--- config.mk ---
export PLATFORM = sky130hd
export DESIGN_NAME = trig_xbar
export DESIGN_NICKNAME = d
export VERILOG_FILES = /design/src/rtl/trig_xbar_pkg.sv /design/src/rtl/trig_cfg_regs.sv /design/src/rtl/trig_ext_sync.sv /design/src/rtl/trig_route_mux.sv /design/src/rtl/trig_xbar.sv
export SDC_FILE = /design/constraint.sdc
export NUM_CORES = 1
export LEC_CHECK = 0
export BUFFER_PORTS_ARGS = -buffer_cell sky130_fd_sc_hd__buf_2
export CAP_MARGIN = 20
export CELL_PAD_IN_SITES_DETAIL_PLACEMENT = 0
export CELL_PAD_IN_SITES_GLOBAL_PLACEMENT = 1
export CORE_MARGIN = 2
export CORE_UTILIZATION = 39
export DETAILED_ROUTE_END_ITERATION = 16
export HOLD_SLACK_MARGIN = 0.12
export PLACE_DENSITY_LB_ADDON = 0.1
export SLEW_MARGIN = 0
export SYNTH_ARGS = -nofsm -noshare
export SYNTH_HDL_FRONTEND = slang
export SYNTH_SLANG_ARGS = --single-unit
export TNS_END_PERCENT = 30
--- constraint.sdc ---
create_clock -name clk -period 1.4 [get_ports clk]
set_clock_uncertainty 0.05 [all_clocks]
set_input_delay 0.28 -clock clk [delete_from_list [all_inputs] [get_ports clk]]
set_output_delay 0.28 -clock clk [all_outputs]
set_load 0.005 [all_outputs]
--- src/rtl/trig_xbar_pkg.sv ---
package trig_xbar_pkg;

  typedef enum logic [2:0] {
    RK_SEL,
    RK_CTRL,
    RK_EDGE,
    RK_FORCE,
    RK_NONE
  } reg_kind_e;

  // Address map: selects first, then control, edge mask, force.
  function automatic reg_kind_e classify(input int unsigned a, input int unsigned ndst);
    if (a < ndst)          return RK_SEL;
    else if (a == ndst)    return RK_CTRL;
    else if (a == ndst+1)  return RK_EDGE;
    else if (a == ndst+2)  return RK_FORCE;
    else                   return RK_NONE;
  endfunction

endpackage

--- src/rtl/trig_cfg_regs.sv ---
module trig_cfg_regs
  import trig_xbar_pkg::*;
#(
  parameter int NDST      = 6,
  parameter int SEL_W     = 3,
  parameter int N_EXT_IN  = 2,
  parameter int N_EXT_OUT = 2,
  parameter int ADDR_W    = 4,
  parameter int DATA_W    = 8
) (
  input  logic                       clk,
  input  logic                       rst_n,
  input  logic                       we_i,
  input  logic [ADDR_W-1:0]          addr_i,
  input  logic [DATA_W-1:0]          wdata_i,
  output logic [NDST-1:0][SEL_W-1:0] sel_o,
  output logic                       armed_o,
  output logic [N_EXT_IN-1:0]        edge_o,
  output logic [N_EXT_OUT-1:0]       fen_o,
  output logic [N_EXT_OUT-1:0]       flvl_o
);

  reg_kind_e kind;
  logic      cfg_open;
  logic      unused_wdata;

  assign kind         = classify(32'(addr_i), NDST);
  assign cfg_open     = we_i && !armed_o;
  assign unused_wdata = ^wdata_i;

  for (genvar d = 0; d < NDST; d++) begin : g_sel
    always_ff @(posedge clk or negedge rst_n) begin
      if (!rst_n)
        sel_o[d] <= '0;
      else if (cfg_open && kind == RK_SEL && addr_i == ADDR_W'(d))
        sel_o[d] <= wdata_i[SEL_W-1:0];
    end
  end

  always_ff @(posedge clk or negedge rst_n) begin
    if (!rst_n) begin
      armed_o <= 1'b0;
      edge_o  <= '0;
      fen_o   <= '0;
      flvl_o  <= '0;
    end else begin
      if (we_i && kind == RK_CTRL)     armed_o <= wdata_i[0];
      if (cfg_open && kind == RK_EDGE) edge_o  <= wdata_i[N_EXT_IN-1:0];
      if (we_i && kind == RK_FORCE) begin
        fen_o  <= wdata_i[N_EXT_OUT-1:0];
        flvl_o <= wdata_i[2*N_EXT_OUT-1:N_EXT_OUT];
      end
    end
  end

  AST_SEL_FROZEN: assert property (@(posedge clk) disable iff (!rst_n)
    armed_o |=> $stable(sel_o));
  AST_EDGE_FROZEN: assert property (@(posedge clk) disable iff (!rst_n)
    armed_o |=> $stable(edge_o));

endmodule

--- src/rtl/trig_ext_sync.sv ---
module trig_ext_sync (
  input  logic clk,
  input  logic rst_n,
  input  logic pin_i,
  input  logic edge_en_i,
  output logic trig_o
);

  logic meta_q, sync_q, hist_q;
  logic rise;

  always_ff @(posedge clk or negedge rst_n) begin
    if (!rst_n) begin
      meta_q <= 1'b0;
      sync_q <= 1'b0;
      hist_q <= 1'b0;
    end else begin
      meta_q <= pin_i;
      sync_q <= meta_q;
      hist_q <= sync_q;
    end
  end

  assign rise   = sync_q && !hist_q;
  assign trig_o = edge_en_i ? rise : sync_q;

  AST_PULSE_SINGLE: assert property (@(posedge clk) disable iff (!rst_n)
    (edge_en_i && trig_o) |=> !trig_o);

endmodule

--- src/rtl/trig_route_mux.sv ---
module trig_route_mux #(
  parameter int NSRC  = 6,
  parameter int SEL_W = 3
) (
  input  logic             clk,
  input  logic             rst_n,
  input  logic [SEL_W-1:0] sel_i,
  input  logic             armed_i,
  input  logic [NSRC-1:0]  src_i,
  output logic             dst_o
);

  // Code 0 and codes past the last source select nothing.
  function automatic logic pick(input logic [SEL_W-1:0] s, input logic [NSRC-1:0] v);
    logic r;
    r = 1'b0;
    for (int k = 0; k < NSRC; k++)
      if (32'(s) == k + 1) r = v[k];
    return r;
  endfunction

  assign dst_o = armed_i && pick(sel_i, src_i);

  AST_SEL_ZERO_LOW: assert property (@(posedge clk) disable iff (!rst_n)
    (sel_i == '0) |-> !dst_o);
  AST_CODE_RANGE_LOW: assert property (@(posedge clk) disable iff (!rst_n)
    (32'(sel_i) > NSRC) |-> !dst_o);

endmodule

--- src/rtl/trig_xbar.sv ---
module trig_xbar #(
  parameter int N_INST    = 4,
  parameter int N_EXT_IN  = 2,
  parameter int N_EXT_OUT = 2,
  parameter int DATA_W    = 8,
  localparam int NSRC     = N_INST + N_EXT_IN,
  localparam int NDST     = N_INST + N_EXT_OUT,
  localparam int SEL_W    = $clog2(NSRC + 1),
  localparam int ADDR_W   = $clog2(NDST + 3)
) (
  input  logic                 clk,
  input  logic                 rst_n,
  input  logic                 cfg_we,
  input  logic [ADDR_W-1:0]    cfg_addr,
  input  logic [DATA_W-1:0]    cfg_wdata,
  input  logic [N_INST-1:0]    inst_fire_i,
  input  logic [N_EXT_IN-1:0]  ext_pin_i,
  output logic [N_INST-1:0]    inst_start_o,
  output logic [N_EXT_OUT-1:0] ext_pin_o
);

  logic [NDST-1:0][SEL_W-1:0] sel;
  logic                       armed;
  logic [N_EXT_IN-1:0]        edge_en;
  logic [N_EXT_OUT-1:0]       fen, flvl;
  logic [N_EXT_IN-1:0]        ext_trig;
  logic [NSRC-1:0]            src_vec;
  logic [NDST-1:0]            routed;

  trig_cfg_regs #(
    .NDST(NDST), .SEL_W(SEL_W), .N_EXT_IN(N_EXT_IN),
    .N_EXT_OUT(N_EXT_OUT), .ADDR_W(ADDR_W), .DATA_W(DATA_W)
  ) u_cfg (
    .clk(clk), .rst_n(rst_n), .we_i(cfg_we), .addr_i(cfg_addr),
    .wdata_i(cfg_wdata), .sel_o(sel), .armed_o(armed),
    .edge_o(edge_en), .fen_o(fen), .flvl_o(flvl)
  );

  for (genvar j = 0; j < N_EXT_IN; j++) begin : g_sync
    trig_ext_sync u_sync (
      .clk(clk), .rst_n(rst_n), .pin_i(ext_pin_i[j]),
      .edge_en_i(edge_en[j]), .trig_o(ext_trig[j])
    );
  end

  assign src_vec = {ext_trig, inst_fire_i};

  for (genvar d = 0; d < NDST; d++) begin : g_route
    trig_route_mux #(.NSRC(NSRC), .SEL_W(SEL_W)) u_mux (
      .clk(clk), .rst_n(rst_n), .sel_i(sel[d]), .armed_i(armed),
      .src_i(src_vec), .dst_o(routed[d])
    );
  end

  assign inst_start_o = routed[N_INST-1:0];

  for (genvar o = 0; o < N_EXT_OUT; o++) begin : g_out
    assign ext_pin_o[o] = fen[o] ? flvl[o] : routed[N_INST+o];

    AST_FORCE_WINS: assert property (@(posedge clk) disable iff (!rst_n)
      fen[o] |-> (ext_pin_o[o] == flvl[o]));
    AST_IDLE_EXT_QUIET: assert property (@(posedge clk) disable iff (!rst_n)
      (!armed && !fen[o]) |-> !ext_pin_o[o]);
  end

  AST_IDLE_INST_QUIET: assert property (@(posedge clk) disable iff (!rst_n)
    !armed |-> (inst_start_o == '0));

endmodule

==> results.env, run 1 <==
SHARE_COMB_OF_TOTAL_POWER_PCT=25.2
PLACEMENTROWS=23
NUMPORTBUFFERS=22
GRT_PASS1_VIAS=1165
ANT_NETS=0
POST_ROUTE_CELLS_DRIVE_ABOVE_1_SHARE_PCT=49.7
YS.FLOP_TYPE='sky130_fd_sc_hd__dfrtp_1'
TIMING.RR.END='u_cfg.sel_o[5]$_DFFE_PN0P_'
POWER_LEAKAGE_nW=0.894
CELL_INTERNAL_PWR_W=0.00194
SETUP_FIX_BUFFERS_ADDED_AFTER_CLOCK_TREE_SYNTHESIS=0
DESIGN.PORTCOUNT=27
SETUP.WORST_PATH.START_CLASS='flop'
WORSTHOLDSTART='cfg_wdata[3]'
PERIOD_MINUS_SLACK_NS=1.81
FINAL_HOLD_VIO_COUNT=0
CRITICAL_PATH.ENDPOINT_TYPE='output pin'
POWER.SHARE.SWITCHING_PCT=29.9
MAX_SLEW_MARGIN_PCT=73.2
RRSETUPSLACK_NS=0.02
AREA_GROWTH_PCT=27.2
FINALSETUPVIOLCOUNT=6
PLACEDCELLCOUNT=210
POSTSYNTH.ASYNCRESETSHARE_PCT=100
TRITONCTS='yes'
CELL_BY_CELL_TRACE_OF_THE_CRITICAL_PATH='a21bo_4 -> a311oi_2 -> o221ai_2 -> nand2_1 -> buf_2'
WORST_SKEW_PAIR.LATE_LATENCY_NS=0.28
CRIT_PATH_MAX_FANOUT=3
CLKTRANSATPATHREGS_NS=0.06
CRITICAL_SETUP_PATH_CLASS='reg2out'
FINALCRITPERIODSHARE_PCT=129
DRC_ERRORS=0
DETAILED_PLACE_HPWL_UM=2500
DESIGN.DIE.AREA_MM2=0.00455
DEEPEST_CLOCK_PATH_BUFFER_COUNT=2
SYNTH_AREA_MM2=0.00157
OUTCOME='finished, violations left'
DETAILEDPLACE.WORSTSLACK_NS=-0.211
NETSWITCHINGPOWER_W=0.000826
YS.WARNINGS.COUNT=0
SYNTH_NET_COUNT=153
CLOCK.FMAX_MHz=552
FINALWORSTSETUPSLACK_NS=-0.412
RSZ_0062_RAISED_AFTER_GLOBAL_ROUTING='yes'
WORST_HOLD_PATH_TYPE='in2reg'
CTS_BUFFERS=5
MAXIMUM_NUMBER_OF_PINS_ON_ONE_NET_BEFORE_GLOBAL_ROUTE_REPAIR=32
DESIGN.CORE.AREA_MM2=0.00394
HOLD-WORST-SLACK_NS=0.173
HTREEDEPTH=2
CP-STARTPOINT='u_cfg.edge_o[0]$_DFFE_PN0P_'
NUMBER_OF_SYNTHESIZED_FLOPS_WITH_AN_ENABLE_PIN=0
FINAL_NETS=191
SHARE_SEQ_OF_TOTAL_POWER_PCT=46.8
ARRIVAL_NS=1.48
DETAIL_ROUTE.ITER0.VIOLATIONS=41
POWER_PER_CELL_AREA_mW_PER_MM2=1390
WORST-SLEW-PIN-TRANSITION_NS=0.402
DIE_OUTLINE_WIDTH_UM=67.5
FINALMAXSLEWVIOLATIONS=0
DIODES=0
DRTPASS1ITERATIONS=4
CRITPATHREQUIREDTIME_NS=1.07
OVERFLOW=0
SYNTH-SEQ-CELLS=31
CLOCK_POWER_SHARE_PCT=28.1
SYN_AREA_PER_CELL_UM2=11.9
FINISH.CELL_COUNT_WITHOUT_FILLERS=221
FINALWIRELENGTH_UM=3650
POWER.IR.VDD_WORST_V=0.000640
CRIT_END='ext_pin_o[0]'
ANTENNA_FOUND_INITIAL=0
DIE_HEIGHT_UM=67.5
NUMBER_OF_DISTINCT_LIBRARY_CELLS_AFTER_SYNTHESIS=26
DRT-WIRELENGTH-PER-CELL_UM=16.5
SLOWEST_DELAY_NS=0.39
CLOCK-ROOT-BUFFER='sky130_fd_sc_hd__clkbuf_8'
FIRST_PASS_GRT_WIRE_LENGTH_UM=5780
CTS_SINKS=31
GR-USAGE-ALL-LAYERS_PCT=18.3
SEQ_AREA_FRAC_SYNTH_PCT=49.4
SYNTHESIS.INSTANCES=132
INITIAL_UTIL_PCT=39.8
NUM_VIAS=1222
GP_CONGESTION=0.739
TOTALNEGATIVESETUPSLACK_NS=-2.38
FAILED_CHECKS='negative setup slack'
WORST_R2R_PATH_DEPTH=4
VIA_PER_INST=5.53
CRITICAL-PATH-SLOWEST-CELL='sky130_fd_sc_hd__dfrtp_1'
MAXCAPVIOLATIONS=0
WORST_R2R_STARTPOINT='u_cfg.armed_o$_DFFE_PN0P_'
worst max-delay path, delay by kind of cell (launching register included):
| kind | cells | cell delay [ns] |
|---|---|---|
| AND/OR/NAND/NOR | 1 | 0.08 |
| buffers and inverters | 1 | 0.10 |
| AO/OA/AOI/OAI | 3 | 0.64 |
| flip-flops | 1 | 0.39 |
cells in the mapped netlist (all sizes together), types with 2 or more instances:
cell type  instances  share of area (%)
buf                4                1.9
mux2              25                 19
dfrtp             31                 49
a311oi             2                1.1
nand3              8                2.5
nand2              6                2.4
nor3               6                1.9
nor2              10                2.9
o221ai             2                1.1
o21a               4                1.9
o311ai             4                2.2
a21bo              2                1.3
a21oi              8                2.5
nand2b             2               0.80
nor2b              3                2.2
o21ai              6                1.9
a211oi             4                1.9
what timing repair did:
item | 4_1_cts | 5_1_grt
setup endpoints to repair | 6 | 26
endpoints found under the hold margin | 33 | 0
hold buffers | 3 | 0
gates resized for setup | 10 | 8
pin swaps | 18 | 3
state kept, by name, summed over array words and instances, names as in the netlist:
signal and flops:
g_sync.u_sync.meta_q 2, u_cfg.armed_o 1, u_cfg.fen_o 2, u_cfg.sel_o 18, u_cfg.flvl_o 2, u_cfg.edge_o 2
g_sync.u_sync.sync_q 2, g_sync.u_sync.hist_q 2
per-layer routing:
| metal | global-route usage, % | vias up | part of all wire [%] |
|---|---|---|---|
| met5 | 0 | - | 0 |
| met4 | 10.7 | 0 | 2.9 |
| met2 | 28.6 | 26 | 49 |
| li1 | - | 571 | - |
| met1 | 24.0 | 615 | 45 |
| met3 | 3.00 | 10 | 3.6 |
power by group through the flow:
stage / clock network [W] / registers, W / logic, W
detailed placement: 0 / 0.00128 / 0.000646
CTS: 0.000795 / 0.00128 / 0.000677
finish: 0.000776 / 0.00129 / 0.000696
global placement: 0 / 0.00126 / 0.000630
floorplan: 0 / 0.00123 / 0.000451
global route: 0.000835 / 0.00133 / 0.000771
cell families after synthesis:
| logic type | share of synthesized area, % |
|---|---|
| compound gates | 14.0 |
| buf+inv | 2.15 |
| mux | 19.4 |
| flops | 49.4 |
| simple gates | 15.1 |
per-stage QoR:
stage	instance area (um^2)	utilization [%]	total power, W
final	2000	50.7	0.00277
after global routing	2000	50.7	0.00294
after CTS	1960	49.8	0.00275
after detailed placement	1800	45.7	0.00192
after global placement	1800	45.7	0.00189
after floorplan	1570	-	0.00168
how the worst min path moves through the flow:
stage                     slack [ns]  cells after the start                                 to
after floorplan                -0.07                      0  g_sync[0].u_sync.hist_q$_DFF_PN0_
after global placement          0.26                      2        u_cfg.flvl_o[0]$_DFFE_PN0P_
after detailed placement        0.27                      2        u_cfg.flvl_o[0]$_DFFE_PN0P_
after CTS                       0.17                      2        u_cfg.flvl_o[1]$_DFFE_PN0P_
after global routing            0.18                      2        u_cfg.flvl_o[1]$_DFFE_PN0P_
final                           0.17                      2        u_cfg.flvl_o[1]$_DFFE_PN0P_
layout make-up:
type | instances | area, um^2
fillers | 365 | 1950
multi-input cells | 96 | 826
flip-flops and latches | 31 | 777
repair buffers | 35 | 228
clock buffers | 8 | 100
well taps | 50 | 62.6
inverters | 1 | 3.75
cells in the final DEF, fill, tap and decap left out, types with 2 or more instances in the layout:
| cell | count |
|---|---|
| sky130_fd_sc_hd__nand2_1 | 4 |
| sky130_fd_sc_hd__nand3_2 | 3 |
| sky130_fd_sc_hd__clkbuf_8 | 7 |
| sky130_fd_sc_hd__nand2_4 | 2 |
| sky130_fd_sc_hd__a21bo_4 | 2 |
| sky130_fd_sc_hd__nand3_1 | 5 |
| sky130_fd_sc_hd__mux2_2 | 19 |
| sky130_fd_sc_hd__a21oi_2 | 5 |
| sky130_fd_sc_hd__nand2b_1 | 2 |
| sky130_fd_sc_hd__o21ai_0 | 6 |
| sky130_fd_sc_hd__buf_2 | 22 |
| sky130_fd_sc_hd__mux2_4 | 6 |
| sky130_fd_sc_hd__nor2b_4 | 2 |
| sky130_fd_sc_hd__o21a_1 | 4 |
| sky130_fd_sc_hd__o311ai_1 | 4 |
| sky130_fd_sc_hd__a311oi_2 | 2 |
| sky130_fd_sc_hd__nor2_1 | 9 |
| sky130_fd_sc_hd__nor3_1 | 6 |
| sky130_fd_sc_hd__a21oi_1 | 3 |
| sky130_fd_sc_hd__dfrtp_1 | 30 |
| sky130_fd_sc_hd__dlygate4sd3_1 | 3 |
| sky130_fd_sc_hd__buf_4 | 9 |
| sky130_fd_sc_hd__a211oi_1 | 4 |
No activity file was read; power rests on OpenSTA's default activity.
==> run 2: changes to the inputs <==
CELL_PAD_IN_SITES_DETAIL_PLACEMENT = 1   (was 0)
==> results.env, run 2 (synthesis gave the netlist of run 1 again) <==
OUTCOME='finished, violations left'
FAILED_CHECKS='negative setup slack'
DRC_ERRORS=0  # unchanged
CLKTRANSATPATHREGS_NS=0.07  # about the same
MAX_SLEW_MARGIN_PCT=73.4  # +0.21 points
VIA_PER_INST=5.52  # -0.12%
FINALWORSTSETUPSLACK_NS=-0.400  # +0.0124 ns
DRT-WIRELENGTH-PER-CELL_UM=18.1  # +9.8%
CRITICAL_PATH.ENDPOINT_TYPE='output pin'
FINALMAXSLEWVIOLATIONS=0  # unchanged
TOTALNEGATIVESETUPSLACK_NS=-2.31  # +0.0737 ns
ANTENNA_FOUND_INITIAL=0  # unchanged
MET3WIRELENGTH_UM=176  # +35%
DETAILED_PLACE_HPWL_UM=2850  # +14%
HOLD-WORST-SLACK_NS=0.178  # +0.00457 ns
MAXCAPVIOLATIONS=0  # unchanged
INITIAL_UTIL_PCT=39.8  # unchanged
DESIGN.DIE.AREA_MM2=0.00455  # unchanged
FINAL_COMMON_CELL='sky130_fd_sc_hd__dfrtp_1'
CTS_SINKS=31  # unchanged
CRITICAL_SETUP_PATH_CLASS='reg2out'
DETAIL_ROUTE.ITER0.VIOLATIONS=41  # unchanged
POST_DP_CELL_AREA_MM2=0.00180  # unchanged
DIE_HEIGHT_UM=67.5  # unchanged
DEEPEST_CLOCK_PATH_BUFFER_COUNT=2  # unchanged
OVERFLOW=0  # unchanged
AREA_GROWTH_PCT=30.1
PATH_DELAY_FAMILY='compound AO/OA/AOI/OAI gates'
FINALCRITPERIODSHARE_PCT=129  # -0.89 points
ANT_NETS=0  # unchanged
PLACEMENTROWS=23  # unchanged
FIN_AREA_MM2=0.00204  # +2.3%
DESIGN.CORE.AREA_MM2=0.00394  # unchanged
CRIT_PATH_MAX_FANOUT=6  # +3
NUM_VIAS=1226  # +0.33%
CRITICAL-PATH-SLOWEST-CELL='sky130_fd_sc_hd__dfrtp_1'
MAXIMUM_NUMBER_OF_PINS_ON_ONE_NET_BEFORE_GLOBAL_ROUTE_REPAIR=32  # unchanged
GRT_PASS1_VIAS=1255  # +7.7%
WORSTPATHBUFFERINVERTERCOUNT=1  # unchanged
WIRE_LENGTH_ON_MET2_UM=2090  # +17%
WORST_HOLD_PATH_TYPE='in2reg'
CTS_BUFFERS=5  # unchanged
DRTPASS1ITERATIONS=4  # unchanged
POST_ROUTE_CELLS_DRIVE_ABOVE_1_SHARE_PCT=52.3  # +2.6 points
POST_ROUTE_UTILIZATION_PCT=51.8  # +1.2 points
FINALSETUPVIOLCOUNT=6  # unchanged
DIODES=0  # unchanged
PERIOD_MINUS_SLACK_NS=1.80  # -0.0124 ns
WORST-SLEW-PIN-TRANSITION_NS=0.399  # -0.00309 ns
POWER_LEAKAGE_nW=0.913  # +2.1%
CRITPATHREQUIREDTIME_NS=1.07  # about the same
FINALWIRELENGTH_UM=4020  # +10%
RSZ_0062_RAISED_AFTER_GLOBAL_ROUTING='yes'
GP_CONGESTION=0.739  # unchanged
NUMPORTBUFFERS=22  # unchanged
LARGEST_REGISTER='u_cfg.sel_o'
DRT-MET1-WL_UM=1680  # +3.2%
FINAL_HOLD_VIO_COUNT=0  # unchanged
DETAILEDPLACE.WORSTSLACK_NS=-0.220  # -0.00870 ns
SLOWEST_DELAY_NS=0.40  # about the same
LARGEST_REG_FLOPS=18  # unchanged
GR-USAGE-ALL-LAYERS_PCT=19.9  # +1.5 points
FINAL_NETS=192  # +0.52%
FIRST_PASS_GRT_WIRE_LENGTH_UM=6290  # +8.7%
CLOCK.FMAX_MHz=556  # +0.69%
CELL_BY_CELL_TRACE_OF_THE_CRITICAL_PATH='a21bo_4 -> a311oi_2 -> o221ai_2 -> nand2_1 -> buf_2'
POWER.IR.VDD_WORST_V=0.000654  # +2.1%
HTREEDEPTH=2  # unchanged
POWER_PER_CELL_AREA_mW_PER_MM2=1450  # +4.8%
SETUP.WORST_PATH.START_CLASS='flop'
WORST_SKEW_PAIR.LATE_LATENCY_NS=0.28  # about the same
MOST-COMMON-LAYOUT-CELLS='30 x sky130_fd_sc_hd__dfrtp_1, 22 x sky130_fd_sc_hd__buf_2, 19 x sky130_fd_sc_hd__mux2_2, 10 x sky130_fd_sc_hd__buf_4, 8 x sky130_fd_sc_hd__nor2_1'
DESIGN.PORTCOUNT=27  # unchanged
ARRIVAL_NS=1.47  # about the same
TRITONCTS='yes'
HIGHEST_LAYER='met4'
CLOCK-ROOT-BUFFER='sky130_fd_sc_hd__clkbuf_8'
DIE_OUTLINE_WIDTH_UM=67.5  # unchanged
[run 2: through the flow]
stage               std cells  total power [W]
global route              222          0.00313
detailed placement        210          0.00195
global placement          210          0.00189
finish                    222          0.00297
floorplan                 132          0.00168
CTS                       222          0.00294
[run 2: worst register-to-register path, stage by stage, from the launching register on]
cell and delay, ns:
sky130_fd_sc_hd__dfrtp_2 0.45, sky130_fd_sc_hd__nor2b_4 0.15, sky130_fd_sc_hd__and3b_4 0.24, sky130_fd_sc_hd__nand2_4 0.08, sky130_fd_sc_hd__mux2_4 0.31
[run 2: final timing paths]
path                       slack [ns]  cells past startpoint                                 to                         startpoint
setup / recovery                -0.40                      5                       ext_pin_o[1]        u_cfg.edge_o[1]$_DFFE_PN0P_
hold / removal                   0.18                      2        u_cfg.flvl_o[1]$_DFFE_PN0P_                       cfg_wdata[3]
setup reg to reg                 0.01                      4         u_cfg.sel_o[5]$_DFFE_PN0P_          u_cfg.armed_o$_DFFE_PN0P_
hold reg to reg                  0.30                      0  g_sync[1].u_sync.sync_q$_DFF_PN0_  g_sync[1].u_sync.meta_q$_DFF_PN0_
max in group asynchronous        0.51                      3          u_cfg.armed_o$_DFFE_PN0P_                              rst_n
min in group asynchronous        0.49                      3        u_cfg.flvl_o[0]$_DFFE_PN0P_                              rst_n
[run 2: layout make-up]
| class | count | area (um^2) |
|---|---|---|
| timing repair buffer | 36 | 235 |
| fill | 418 | 1900 |
| multi-input combinational | 96 | 847 |
| clock inverter | 2 | 35.0 |
| sequential | 31 | 777 |
| tap | 50 | 62.6 |
| clock buffer | 6 | 82.6 |
| inverter | 1 | 3.75 |
[run 2: routing by layer]
layer | global-route usage, % | vias to the layer above
li1 | - | 571
met3 | 5.00 | 7
met2 | 32.5 | 33
met4 | 9.44 | 0
met1 | 24.4 | 615
met5 | 0 | -
[run 2: timing repair]
item                                    4_1_cts  5_1_grt
hold endpoints to repair                     33        0
pin swaps                                    18        3
setup buffers                                 1        0
gates resized for setup                       9       13
endpoints found under the setup margin       12       22
hold buffers                                  3        0
[run 2: power by group]
| part | leakage (nW) | internal [W] | switching [W] | total (W) |
|---|---|---|---|---|
| registers | 0.376 | 0.00108 | 0.000226 | 0.00130 |
| clock network | 0.0612 | 0.000575 | 0.000347 | 0.000922 |
| logic | 0.476 | 0.000432 | 0.000309 | 0.000741 |
